$ cat src/rtl/mw_pkg.sv
package mw_pkg;
  typedef enum logic [2:0] {
    CMD_NONE      = 3'd0,
    CMD_WRITE     = 3'd1,
    CMD_ERASE     = 3'd2,
    CMD_WR_EN     = 3'd3,
    CMD_WR_DIS    = 3'd4,
    CMD_ERASE_ALL = 3'd5,
    CMD_WRITE_ALL = 3'd6
  } cmd_e;

  typedef enum logic [2:0] {
    ST_IDLE, ST_START, ST_OP, ST_ADDR, ST_DATA, ST_DONE, ST_READ, ST_OVER
  } rx_state_e;
endpackage

$ cat src/rtl/mw_sync.sv
module mw_sync #(
  parameter int WIDTH  = 3,
  parameter int STAGES = 2
) (
  input  logic             clk_i,
  input  logic             rst_ni,
  input  logic [WIDTH-1:0] async_i,
  output logic [WIDTH-1:0] sync_o
);
  for (genvar i = 0; i < WIDTH; i++) begin : g_bit
    logic [STAGES-1:0] pipe_q;
    always_ff @(posedge clk_i or negedge rst_ni) begin
      if (!rst_ni) pipe_q <= '0;
      else         pipe_q <= {pipe_q[STAGES-2:0], async_i[i]};
    end
    assign sync_o[i] = pipe_q[STAGES-1];
  end
endmodule

$ cat src/rtl/mw_rx_decoder.sv
module mw_rx_decoder
  import mw_pkg::*;
#(
  parameter int WADDR_W = 7,
  parameter int DATA_W  = 16
) (
  input  logic               clk_i,
  input  logic               rst_ni,
  input  logic               cs_lvl_i,
  input  logic               cs_fall_i,
  input  logic               sck_rise_i,
  input  logic               sdi_i,
  input  logic               org_i,
  input  logic               busy_i,
  output rx_state_e          state_o,
  output logic               read_go_o,
  output logic [WADDR_W:0]   read_addr_o,
  output logic               cmd_valid_o,
  output cmd_e               cmd_op_o,
  output logic [WADDR_W:0]   cmd_addr_o,
  output logic [DATA_W-1:0]  cmd_data_o
);
  localparam int FIELD_W = WADDR_W + 2;
  localparam int LMAX    = (DATA_W > FIELD_W) ? DATA_W : FIELD_W;
  localparam int CNT_W   = $clog2(LMAX);

  rx_state_e           state_q;
  logic [CNT_W-1:0]    cnt_q;
  logic [1:0]          op_q;
  logic [FIELD_W-1:0]  field_q;
  logic [DATA_W-1:0]   data_q;
  cmd_e                cmd_q;
  logic                valid_q;

  logic [CNT_W-1:0]    a_last, d_last;
  logic [FIELD_W-1:0]  field_nx;
  logic [1:0]          ext;
  cmd_e                cmd_nx;

  assign a_last   = org_i ? CNT_W'(FIELD_W - 2) : CNT_W'(FIELD_W - 1);
  assign d_last   = org_i ? CNT_W'(DATA_W - 1)  : CNT_W'(DATA_W / 2 - 1);
  assign field_nx = {field_q[FIELD_W-2:0], sdi_i};
  // qualifier bits are the two top bits of the active field length
  assign ext      = org_i ? field_nx[FIELD_W-2 -: 2] : field_nx[FIELD_W-1 -: 2];

  always_comb begin
    case (op_q)
      2'b01:   cmd_nx = CMD_WRITE;
      2'b11:   cmd_nx = CMD_ERASE;
      2'b00: begin
        case (ext)
          2'b11:   cmd_nx = CMD_WR_EN;
          2'b00:   cmd_nx = CMD_WR_DIS;
          2'b10:   cmd_nx = CMD_ERASE_ALL;
          default: cmd_nx = CMD_WRITE_ALL;
        endcase
      end
      default: cmd_nx = CMD_NONE;
    endcase
  end

  assign read_go_o   = sck_rise_i && cs_lvl_i && (state_q == ST_ADDR) &&
                       (cnt_q == a_last) && (op_q == 2'b10);
  assign read_addr_o = org_i ? {1'b0, field_nx[WADDR_W-1:0]} : field_nx[WADDR_W:0];
  assign cmd_addr_o  = org_i ? {1'b0, field_q[WADDR_W-1:0]}  : field_q[WADDR_W:0];
  assign cmd_data_o  = data_q;
  assign cmd_op_o    = cmd_q;
  assign cmd_valid_o = valid_q;
  assign state_o     = state_q;

  always_ff @(posedge clk_i or negedge rst_ni) begin
    if (!rst_ni) begin
      state_q <= ST_IDLE;
      cnt_q   <= '0;
      op_q    <= '0;
      field_q <= '0;
      data_q  <= '0;
      cmd_q   <= CMD_NONE;
      valid_q <= 1'b0;
    end else begin
      valid_q <= cs_fall_i && (state_q == ST_DONE);
      if (!cs_lvl_i) begin
        state_q <= ST_IDLE;
      end else if (state_q == ST_IDLE) begin
        state_q <= ST_START;
      end else if (sck_rise_i) begin
        case (state_q)
          ST_START: if (sdi_i && !busy_i) begin
            state_q <= ST_OP;
            cnt_q   <= '0;
            field_q <= '0;
            data_q  <= '0;
          end
          ST_OP: begin
            op_q <= {op_q[0], sdi_i};
            if (cnt_q == CNT_W'(1)) begin
              state_q <= ST_ADDR;
              cnt_q   <= '0;
            end else begin
              cnt_q <= cnt_q + 1'b1;
            end
          end
          ST_ADDR: begin
            field_q <= field_nx;
            if (cnt_q == a_last) begin
              cnt_q <= '0;
              if (op_q == 2'b10) begin
                state_q <= ST_READ;
              end else begin
                cmd_q   <= cmd_nx;
                state_q <= (cmd_nx == CMD_WRITE || cmd_nx == CMD_WRITE_ALL) ? ST_DATA : ST_DONE;
              end
            end else begin
              cnt_q <= cnt_q + 1'b1;
            end
          end
          ST_DATA: begin
            data_q <= {data_q[DATA_W-2:0], sdi_i};
            if (cnt_q == d_last) state_q <= ST_DONE;
            else                 cnt_q   <= cnt_q + 1'b1;
          end
          ST_DONE: state_q <= ST_OVER;  // extra clock: frame rejected
          default: ;
        endcase
      end
    end
  end
endmodule

$ cat src/rtl/mw_read_tx.sv
module mw_read_tx #(
  parameter int WADDR_W = 7,
  parameter int DATA_W  = 16
) (
  input  logic              clk_i,
  input  logic              rst_ni,
  input  logic              org_i,
  input  logic              go_i,
  input  logic [WADDR_W:0]  go_addr_i,
  input  logic              active_i,
  input  logic              sck_rise_i,
  input  logic [DATA_W-1:0] rd_data_i,
  output logic              rd_req_o,
  output logic [WADDR_W:0]  rd_addr_o,
  output logic              bit_o
);
  localparam int IDX_W = $clog2(DATA_W);
  localparam int HALF  = DATA_W / 2;

  logic [WADDR_W:0]  addr_q, addr_nx;
  logic [DATA_W-1:0] word_q, shreg_q, aligned;
  logic [IDX_W-1:0]  idx_q, w_last;
  logic              bit_q, req_q, ld_q;

  assign w_last  = org_i ? IDX_W'(DATA_W - 1) : IDX_W'(HALF - 1);
  assign aligned = org_i ? rd_data_i : {rd_data_i[HALF-1:0], {HALF{1'b0}}};
  assign addr_nx = org_i ? {1'b0, addr_q[WADDR_W-1:0] + 1'b1} : addr_q + 1'b1;

  assign rd_req_o  = req_q;
  assign rd_addr_o = addr_q;
  assign bit_o     = bit_q;

  always_ff @(posedge clk_i or negedge rst_ni) begin
    if (!rst_ni) begin
      addr_q  <= '0;
      word_q  <= '0;
      shreg_q <= '0;
      idx_q   <= '0;
      bit_q   <= 1'b0;
      req_q   <= 1'b0;
      ld_q    <= 1'b0;
    end else begin
      req_q <= 1'b0;
      ld_q  <= req_q;
      if (ld_q) word_q <= aligned;
      if (go_i) begin
        addr_q <= go_addr_i;
        req_q  <= 1'b1;
        bit_q  <= 1'b0;       // leading zero
        idx_q  <= '0;
      end else if (active_i && sck_rise_i) begin
        if (idx_q == '0) begin
          // first bit of a location; prefetch the next one
          bit_q   <= word_q[DATA_W-1];
          shreg_q <= {word_q[DATA_W-2:0], 1'b0};
          idx_q   <= w_last;
          addr_q  <= addr_nx;
          req_q   <= 1'b1;
        end else begin
          bit_q   <= shreg_q[DATA_W-1];
          shreg_q <= {shreg_q[DATA_W-2:0], 1'b0};
          idx_q   <= idx_q - 1'b1;
        end
      end
    end
  end
endmodule

$ cat src/rtl/mw_eeprom_frontend.sv
module mw_eeprom_frontend
  import mw_pkg::*;
#(
  parameter int WADDR_W     = 7,
  parameter int DATA_W      = 16,
  parameter int SYNC_STAGES = 2
) (
  input  logic              clk_i,
  input  logic              rst_ni,
  input  logic              cs_i,
  input  logic              sck_i,
  input  logic              sdi_i,
  input  logic              org_i,
  output logic              sdo_o,
  output logic              sdo_oe_o,
  output logic              rd_req_o,
  output logic [WADDR_W:0]  rd_addr_o,
  input  logic [DATA_W-1:0] rd_data_i,
  input  logic              busy_i,
  output logic              cmd_valid_o,
  output logic [2:0]        cmd_op_o,
  output logic [WADDR_W:0]  cmd_addr_o,
  output logic [DATA_W-1:0] cmd_data_o
);
  logic [2:0] sync_lvl;
  logic       cs_lvl, sck_lvl, sdi_lvl;
  logic       cs_d, sck_d, cs_fall, sck_rise;

  mw_sync #(.WIDTH(3), .STAGES(SYNC_STAGES)) u_sync (
    .clk_i   (clk_i),
    .rst_ni  (rst_ni),
    .async_i ({sdi_i, sck_i, cs_i}),
    .sync_o  (sync_lvl)
  );

  assign cs_lvl  = sync_lvl[0];
  assign sck_lvl = sync_lvl[1];
  assign sdi_lvl = sync_lvl[2];

  always_ff @(posedge clk_i or negedge rst_ni) begin
    if (!rst_ni) begin
      cs_d  <= 1'b0;
      sck_d <= 1'b0;
    end else begin
      cs_d  <= cs_lvl;
      sck_d <= sck_lvl;
    end
  end

  assign cs_fall  = cs_d & ~cs_lvl;
  assign sck_rise = sck_lvl & ~sck_d;

  rx_state_e        rx_state;
  logic             read_go;
  logic [WADDR_W:0] read_addr;
  cmd_e             cmd_op;
  logic             tx_bit;

  mw_rx_decoder #(.WADDR_W(WADDR_W), .DATA_W(DATA_W)) u_rx (
    .clk_i       (clk_i),
    .rst_ni      (rst_ni),
    .cs_lvl_i    (cs_lvl),
    .cs_fall_i   (cs_fall),
    .sck_rise_i  (sck_rise),
    .sdi_i       (sdi_lvl),
    .org_i       (org_i),
    .busy_i      (busy_i),
    .state_o     (rx_state),
    .read_go_o   (read_go),
    .read_addr_o (read_addr),
    .cmd_valid_o (cmd_valid_o),
    .cmd_op_o    (cmd_op),
    .cmd_addr_o  (cmd_addr_o),
    .cmd_data_o  (cmd_data_o)
  );

  mw_read_tx #(.WADDR_W(WADDR_W), .DATA_W(DATA_W)) u_tx (
    .clk_i      (clk_i),
    .rst_ni     (rst_ni),
    .org_i      (org_i),
    .go_i       (read_go),
    .go_addr_i  (read_addr),
    .active_i   (rx_state == ST_READ),
    .sck_rise_i (sck_rise),
    .rd_data_i  (rd_data_i),
    .rd_req_o   (rd_req_o),
    .rd_addr_o  (rd_addr_o),
    .bit_o      (tx_bit)
  );

  assign cmd_op_o = cmd_op;
  assign sdo_oe_o = cs_lvl & ((rx_state == ST_START) | (rx_state == ST_READ));
  assign sdo_o    = (rx_state == ST_READ) ? tx_bit : ~busy_i;
endmodule

$ cat config.mk
export PLATFORM = sky130hd
export DESIGN_NAME = mw_eeprom_frontend
export DESIGN_NICKNAME = d
export VERILOG_FILES = /design/src/rtl/mw_pkg.sv /design/src/rtl/mw_sync.sv /design/src/rtl/mw_rx_decoder.sv /design/src/rtl/mw_read_tx.sv /design/src/rtl/mw_eeprom_frontend.sv
export SDC_FILE = /design/constraint.sdc
export NUM_CORES = 1
export LEC_CHECK = 0
export BUFFER_PORTS_ARGS = -buffer_cell sky130_fd_sc_hd__buf_2
export CORE_UTILIZATION = 45
export CTS_CLUSTER_DIAMETER = 200
export CTS_CLUSTER_SIZE = 10
export DETAILED_ROUTE_END_ITERATION = 8
export PLACE_DENSITY = 0.79
export SLEW_MARGIN = 10
export SYNTH_ARGS = -nofsm -noshare
export SYNTH_HDL_FRONTEND = slang
export SYNTH_HIERARCHICAL = 1
export SYNTH_SLANG_ARGS = --single-unit
$ cat constraint.sdc
create_clock -name clk_i -period 2.2 [get_ports clk_i]
set_input_delay 0.33 -clock clk_i [delete_from_list [all_inputs] [get_ports clk_i]]
set_output_delay 0.33 -clock clk_i [all_outputs]
set_load 0.01 [all_outputs]
==> impl_metrics.tcl, run 1 <==
set metrics [dict create \
    synthTopCellsByCount "dfrtp_1, nand2_1, o21ai_0" \
    clock-root-buffer "clkbuf_8" \
    clk_latency_ns 0.35 \
    crit_path_end_kind "flip-flop" \
    synthDominantCellAreaShare 0.515 \
    synth_edf_count 0 \
    arrival_ns 2.30 \
    final.setup_skew_ns 0.0128 \
    hold_class "input pin to flip-flop" \
    route.detailed.drc 0 \
    wl_um 8890 \
    antenna_found_initial 0 \
    seq_area_frac_synth 0.515 \
    yosys.area.top_type "dfrtp_1" \
    yosysMostFrequentCell "dfrtp_1" \
    post-route-period-util 0.940 \
    cts_sinks 91 \
    drtPass1Iterations 4 \
    worst_pin_slew_ns 0.641 \
    ir_worst_vdd_mv 0.332 \
    hpwl_um 6280 \
    ctsResizeCount 0 \
    rsz0062_at_grt "no" \
    numCtsBuffers 9 \
    syn_area_per_cell_um2 10.5 \
    setup_tns_ns 0 \
    criticalPathCategory "flip-flop to flip-flop" \
    synth_fp_nets 449 \
    die_x_um 101 \
    status "complete, no violations" \
    final_layout_size_suffix_gt1_frac 0.236 \
    synthArstFlopShare 1.00 \
    synth_cell_types 60 \
    p_leak_nw 2.25 \
    vias 3264 \
    grt_util_all_layers 0.189 \
    netlist_area_mm2 0.00442 \
    ant_nets 0 \
    drtIter0Drc 240 \
    synthCells 421 \
    hold_viol_final 0 \
    synth_top_flop_cell "dfrtp_1" \
    initial_utilization 0.472 \
    clk_pin_slew_ns 0.09 \
    stdcell_area_mm2 0.00496 \
    grt_first_pass_wirelength_um 15100 \
    finalPower_mw 3.33 \
    place.port_buffers 61 \
    required_ns 2.44 \
    drt-wirelength-per-cell_um 14.7 \
    cts_max_path_buffers 2 \
    final_util 0.530 \
    yosys_warnings 6 \
    worstPathMaxFanout 15 \
    place_congestion 0.908 \
    area_growth_pct 12.2 \
    die-area_mm2 0.0102 \
    slew_viol_final 0 \
    post-cts-setup-buffers 0 \
    htreeDepth 3 \
    grt_max_degree 57 \
    grt_pass1_vias 3236 \
    maxCapViolations 0 \
    dp_slack_ns 0.183 \
    synth_seq_cells 91 \
    post-route-min-period_ns 2.07 \
    overflow 0 \
    core_mm2 0.00937 \
    setup.worst_path.start_class "flip-flop" \
    viasPerCell 5.40 \
    placementRows 35 \
    p_per_area_mw_per_mm2 671 \
    placed_area_mm2 0.00478 \
    die_y_um 101 \
    setup_ws_ns 0.132 \
    slew_headroom 0.570 \
    cts_tree "built" \
    ios 62 \
    diodes 0 \
    setup_violations 0 \
    fmax_ghz 0.483 \
    final_nets 498 \
    synthTopCellsByArea "dfrtp_1, mux2i_1, a22o_1, o21ai_0, nand2_1" \
]
==> critical path, cell delays in order (launching register included) <==
cell	delay [ns]
dfrtp_1	0.44
inv_1	0.09
ha_1	0.22
nor3b_2	0.45
buf_4	0.37
mux2i_1	0.28
o21ai_0	0.10
==> area by class of cell <==
type	count	area [um2]
Clock buffer	9	124
Clock inverter	7	52.6
Fill cell	855	4410
Inverter	16	60.1
Multi-Input combinational cell	275	1850
Sequential cell	91	2280
Tap cell	129	161
Timing Repair Buffer	77	443
==> logic make-up (layout without fill, tap and decap cells) <==
| kind of cell | after synthesis | after routing | synth area share |
|---|---|---|---|
| adders and majority gates | 5 | 5 | 0.0141 |
| and+or+nand+nor | 123 | 123 | 0.150 |
| buffers and inverters | 55 | 109 | 0.0693 |
| AOI/OAI and AO/OA | 111 | 111 | 0.172 |
| DFF | 91 | 91 | 0.515 |
| xor gates and xnor gates | 8 | 8 | 0.0158 |
| muxes | 28 | 28 | 0.0642 |
==> registers in the layout, indices dropped and copies added, names as in the netlist, 2 cells and up <==
name and count:
u_rx/cmd_data_o 16, u_rx/cmd_op_o 3, u_rx/cnt_q 4, u_rx/field_q 8
u_rx/op_q 2, u_rx/state_o 3, u_sync/g_bit.pipe_q 6, u_tx/idx_q 4
u_tx/rd_addr_o 8, u_tx/shreg_q 15, u_tx/word_q 16
==> path summary, 6_finish.rpt <==
path | slack (ns) | from | endpoint | cells past startpoint
setup / recovery | 0.13 | u_tx/idx_q[0] | u_tx/shreg_q[4] | 6
hold / removal | 0.08 | sck_i | u_sync/g_bit[1].pipe_q[0] | 1
setup reg to reg | 0.13 | u_tx/idx_q[0] | u_tx/shreg_q[4] | 6
hold reg to reg | 0.36 | u_sync/g_bit[1].pipe_q[0] | u_sync/g_bit[1].pipe_q[1] | 0
max in group asynchronous | 1.09 | rst_ni | u_tx/idx_q[2] | 3
min in group asynchronous | 0.47 | rst_ni | u_rx/cmd_data_o[12] | 2
==> timing repair <==
item                                    CTS  global route
endpoints found under the hold margin    35             0
endpoints found under the setup margin    0             0
hold buffers                              1             0
==> cell usage in the layout, fill, tap and decap left out, types with 4 or more instances in the layout <==
master / count
nand2b_1: 7
nand2_1: 40
nor2_1: 20
nor3_1: 5
nor2b_1: 10
clkbuf_8: 9
a22o_1: 27
dfrtp_1: 91
buf_4: 15
a21oi_1: 17
xor2_1: 4
mux2i_1: 25
buf_2: 60
ha_1: 5
xnor2_1: 4
o21ai_0: 37
nand3_1: 14
inv_1: 16
==> power breakdown <==
group / switching (mW) / internal (mW) / total (mW)
registers: 0.115 / 1.76 / 1.87
logic: 0.238 / 0.207 / 0.445
clock network: 0.596 / 0.416 / 1.01
total: 0.949 / 2.38 / 3.33
==> metrics by stage <==
| step | hold slack (ns) | cells |
|---|---|---|
| after floorplan | 0.0344 | 421 |
| after global placement | 0.314 | 587 |
| after detailed placement | 0.318 | 587 |
| after CTS | 0.0694 | 604 |
| after global routing | 0.0657 | 604 |
| final | 0.0820 | 604 |
==> per-layer routing <==
metal,track usage,vias to the layer above,part of all wire
met1,0.246,1593,0.47
met4,0.0725,0,0.015
met5,0,-,0
met2,0.310,87,0.46
met3,0.0414,10,0.054
li1,-,1574,-
Note: power is estimated with default switching activity, not from simulation.
==> inputs of run 2 (changes only) <==
--- a/config.mk
+++ b/config.mk
@@ -6,11 +6,13 @@
 export NUM_CORES = 1
 export LEC_CHECK = 0
 export BUFFER_PORTS_ARGS = -buffer_cell sky130_fd_sc_hd__buf_2
-export CORE_UTILIZATION = 45
+export CELL_PAD_IN_SITES_DETAIL_PLACEMENT = 1
+export CELL_PAD_IN_SITES_GLOBAL_PLACEMENT = 1
+export CORE_UTILIZATION = 41
 export CTS_CLUSTER_DIAMETER = 200
 export CTS_CLUSTER_SIZE = 10
 export DETAILED_ROUTE_END_ITERATION = 8
-export PLACE_DENSITY = 0.79
+export PLACE_DENSITY = 0.88
 export SLEW_MARGIN = 10
 export SYNTH_ARGS = -nofsm -noshare
 export SYNTH_HDL_FRONTEND = slang
==> constraint.sdc (replaced) <==
create_clock -name clk_i -period 2.2 [get_ports clk_i]
set_input_delay 0.33 -clock clk_i [delete_from_list [all_inputs] [get_ports clk_i]]
set_output_delay 0.33 -clock clk_i [all_outputs]
set_load 0.005 [all_outputs]
==> run 2 against run 1 <==
Core utilization fell by 5.0 points. Routed wire length up 19%. Sequential share of layout area down 0.31 points. Register-to-register slack better by 0.02 ns. Combinational power is 3% higher. Setup slack better by 0.017 ns. Sequential cell count is the same. Non-clock buffer count shrank 1. Power is 1.8% higher. Design area up 0.73%. Critical endpoint is now u_tx/shreg_q[8]. Highest routed layer unchanged.
==> impl_metrics.tcl, run 2 (synthesis gave the netlist of run 1 again) <==
set metrics [dict create \
    status "complete, no violations" \
    place.port_buffers 61 \
    maxCapViolations 0 \
    grt_util_all_layers 0.202 \
    drt-wirelength-per-cell_um 17.3 \
    area_growth_pct 13.0 \
    vias 3333 \
    placementRows 37 \
    path_cells "nand3b_1 -> nor2_4 -> nand2_4 -> nor2_2 -> nand2b_1 -> buf_12 -> nand2_1 -> o21ai_0" \
    timing.rr.start "u_rx/state_o[0]" \
    criticalPathCategory "flip-flop to flip-flop" \
    post-route-min-period_ns 2.05 \
    ir_worst_vdd_mv 0.390 \
    setup_tns_ns 0 \
    holdPathEnd "u_sync/g_bit[1].pipe_q[0]" \
    antenna_found_initial 0 \
    ant_nets 0 \
    routed.top_layer "met4" \
    cpMaxStageDelayCell "dfrtp_1" \
    initial_utilization 0.425 \
    htreeDepth 3 \
    worst_pin_slew_ns 0.671 \
    cts_max_path_buffers 2 \
    grt_pass1_vias 3528 \
    dr_wl_met3_um 300 \
    rsz0062_at_grt "no" \
    core_mm2 0.0104 \
    diodes 0 \
    drtIter0Drc 159 \
    final.setup_skew_ns 0.0132 \
    post-route-period-util 0.933 \
    hp-start "sck_i" \
    p_per_area_mw_per_mm2 678 \
    wl_um 10600 \
    wl_met2_um 5180 \
    die_x_um 106 \
    grt_first_pass_wirelength_um 17900 \
    route.detailed.drc 0 \
    hold_viol_final 0 \
    layout.cells.most_common_list "dfrtp_1, buf_2, nand2_1" \
    arrival_ns 2.32 \
    clock-root-buffer "clkbuf_8" \
    clk_latency_ns 0.36 \
    worst_r2r_path_depth 8 \
    setup.worst_path.start_class "flip-flop" \
    hold_class "input pin to flip-flop" \
    cts_sinks 91 \
    required_ns 2.47 \
    hpwl_um 7350 \
    clk_pin_slew_ns 0.09 \
    cts_tree "built" \
    numCtsBuffers 9 \
    drt-met1-wl_um 4940 \
    hold_depth 1 \
    overflow 0 \
    final_nets 497 \
    post-cts-setup-buffers 0 \
    ios 62 \
    p_leak_nw 2.25 \
    slew_headroom 0.550 \
    die_y_um 106 \
    fmax_ghz 0.487 \
    slowest_delay_ns 0.56 \
    worstPathMaxFanout 30 \
    viasPerCell 5.46 \
    rrSetupSlack_ns 0.15 \
    place_congestion 0.820 \
    die-area_mm2 0.0112 \
    final_layout_size_suffix_gt1_frac 0.238 \
    crit_path_end_kind "flip-flop" \
    slew_viol_final 0 \
    finalPower_mw 3.39 \
    r2r-end "u_tx/shreg_q[8]" \
    final_common_cell "dfrtp_1" \
    drtPass1Iterations 4 \
    grt_max_degree 42 \
    setup_violations 0 \
]
## run 2: area by class of cell
type / count / area [um2]
clock buffer: 11 / 141
fill: 1151 / 5420
sequential: 91 / 2280
inverter: 16 / 60.1
clock inverter: 5 / 36.3
tap: 136 / 170
multi-input combinational: 275 / 1850
timing repair buffer: 76 / 460
## run 2: timing repair
| item | in CTS | in global routing |
|---|---|---|
| setup endpoints to repair | 15 | 14 |
| hold buffers | 1 | 0 |
| endpoints found under the hold margin | 39 | 0 |
| resized for setup | 1 | 2 |
| pin swaps | 0 | 0 |
## run 2: worst max path at each step
stage / start / end / slack (ns) / cells past startpoint
after floorplan: u_sync/g_bit[1].pipe_q[1] / u_tx/shreg_q[1] / 0.16 / 10
after global placement: u_rx/state_o[1] / u_rx/state_o[0] / 0.14 / 5
after detailed placement: u_rx/state_o[1] / u_tx/shreg_q[8] / 0.05 / 8
after CTS: u_rx/state_o[1] / u_tx/shreg_q[8] / 0.05 / 8
after global routing: u_rx/state_o[0] / u_tx/shreg_q[8] / 0.02 / 8
final: u_rx/state_o[0] / u_tx/shreg_q[8] / 0.15 / 8
## run 2: metal layers
layer  vias to the layer above  GRT usage
met3                        11     0.0241
met2                        69      0.340
met1                      1693      0.270
met5                         -          0
li1                       1560          -
met4                         0     0.0704
## run 2: power by group
group	switching [mW]	internal, mW
clock	0.603	0.444
combinational	0.248	0.210
sequential	0.127	1.76
total	0.978	2.41
## run 2: critical path, delay by kind of cell, from the launching register on
kind	cells	cell delay, ns
buffers and inverters	1	0.19
flip-flops	1	0.56
AO/OA/AOI/OAI	1	0.10
AND/OR/NAND/NOR	6	1.09
## run 2: stage by stage
stage               hold WS, ns   util  cell area [um2]  instances  setup WS [ns]
detailed placement        0.337  0.461             4800        593         0.0484
finish                   0.0731  0.480             5000        610          0.148
floorplan                0.0344      -             4420        421          0.156
CTS                      0.0630  0.479             4990        610         0.0517
global placement          0.333  0.461             4800        593          0.138
global route             0.0689  0.480             5000        610         0.0167
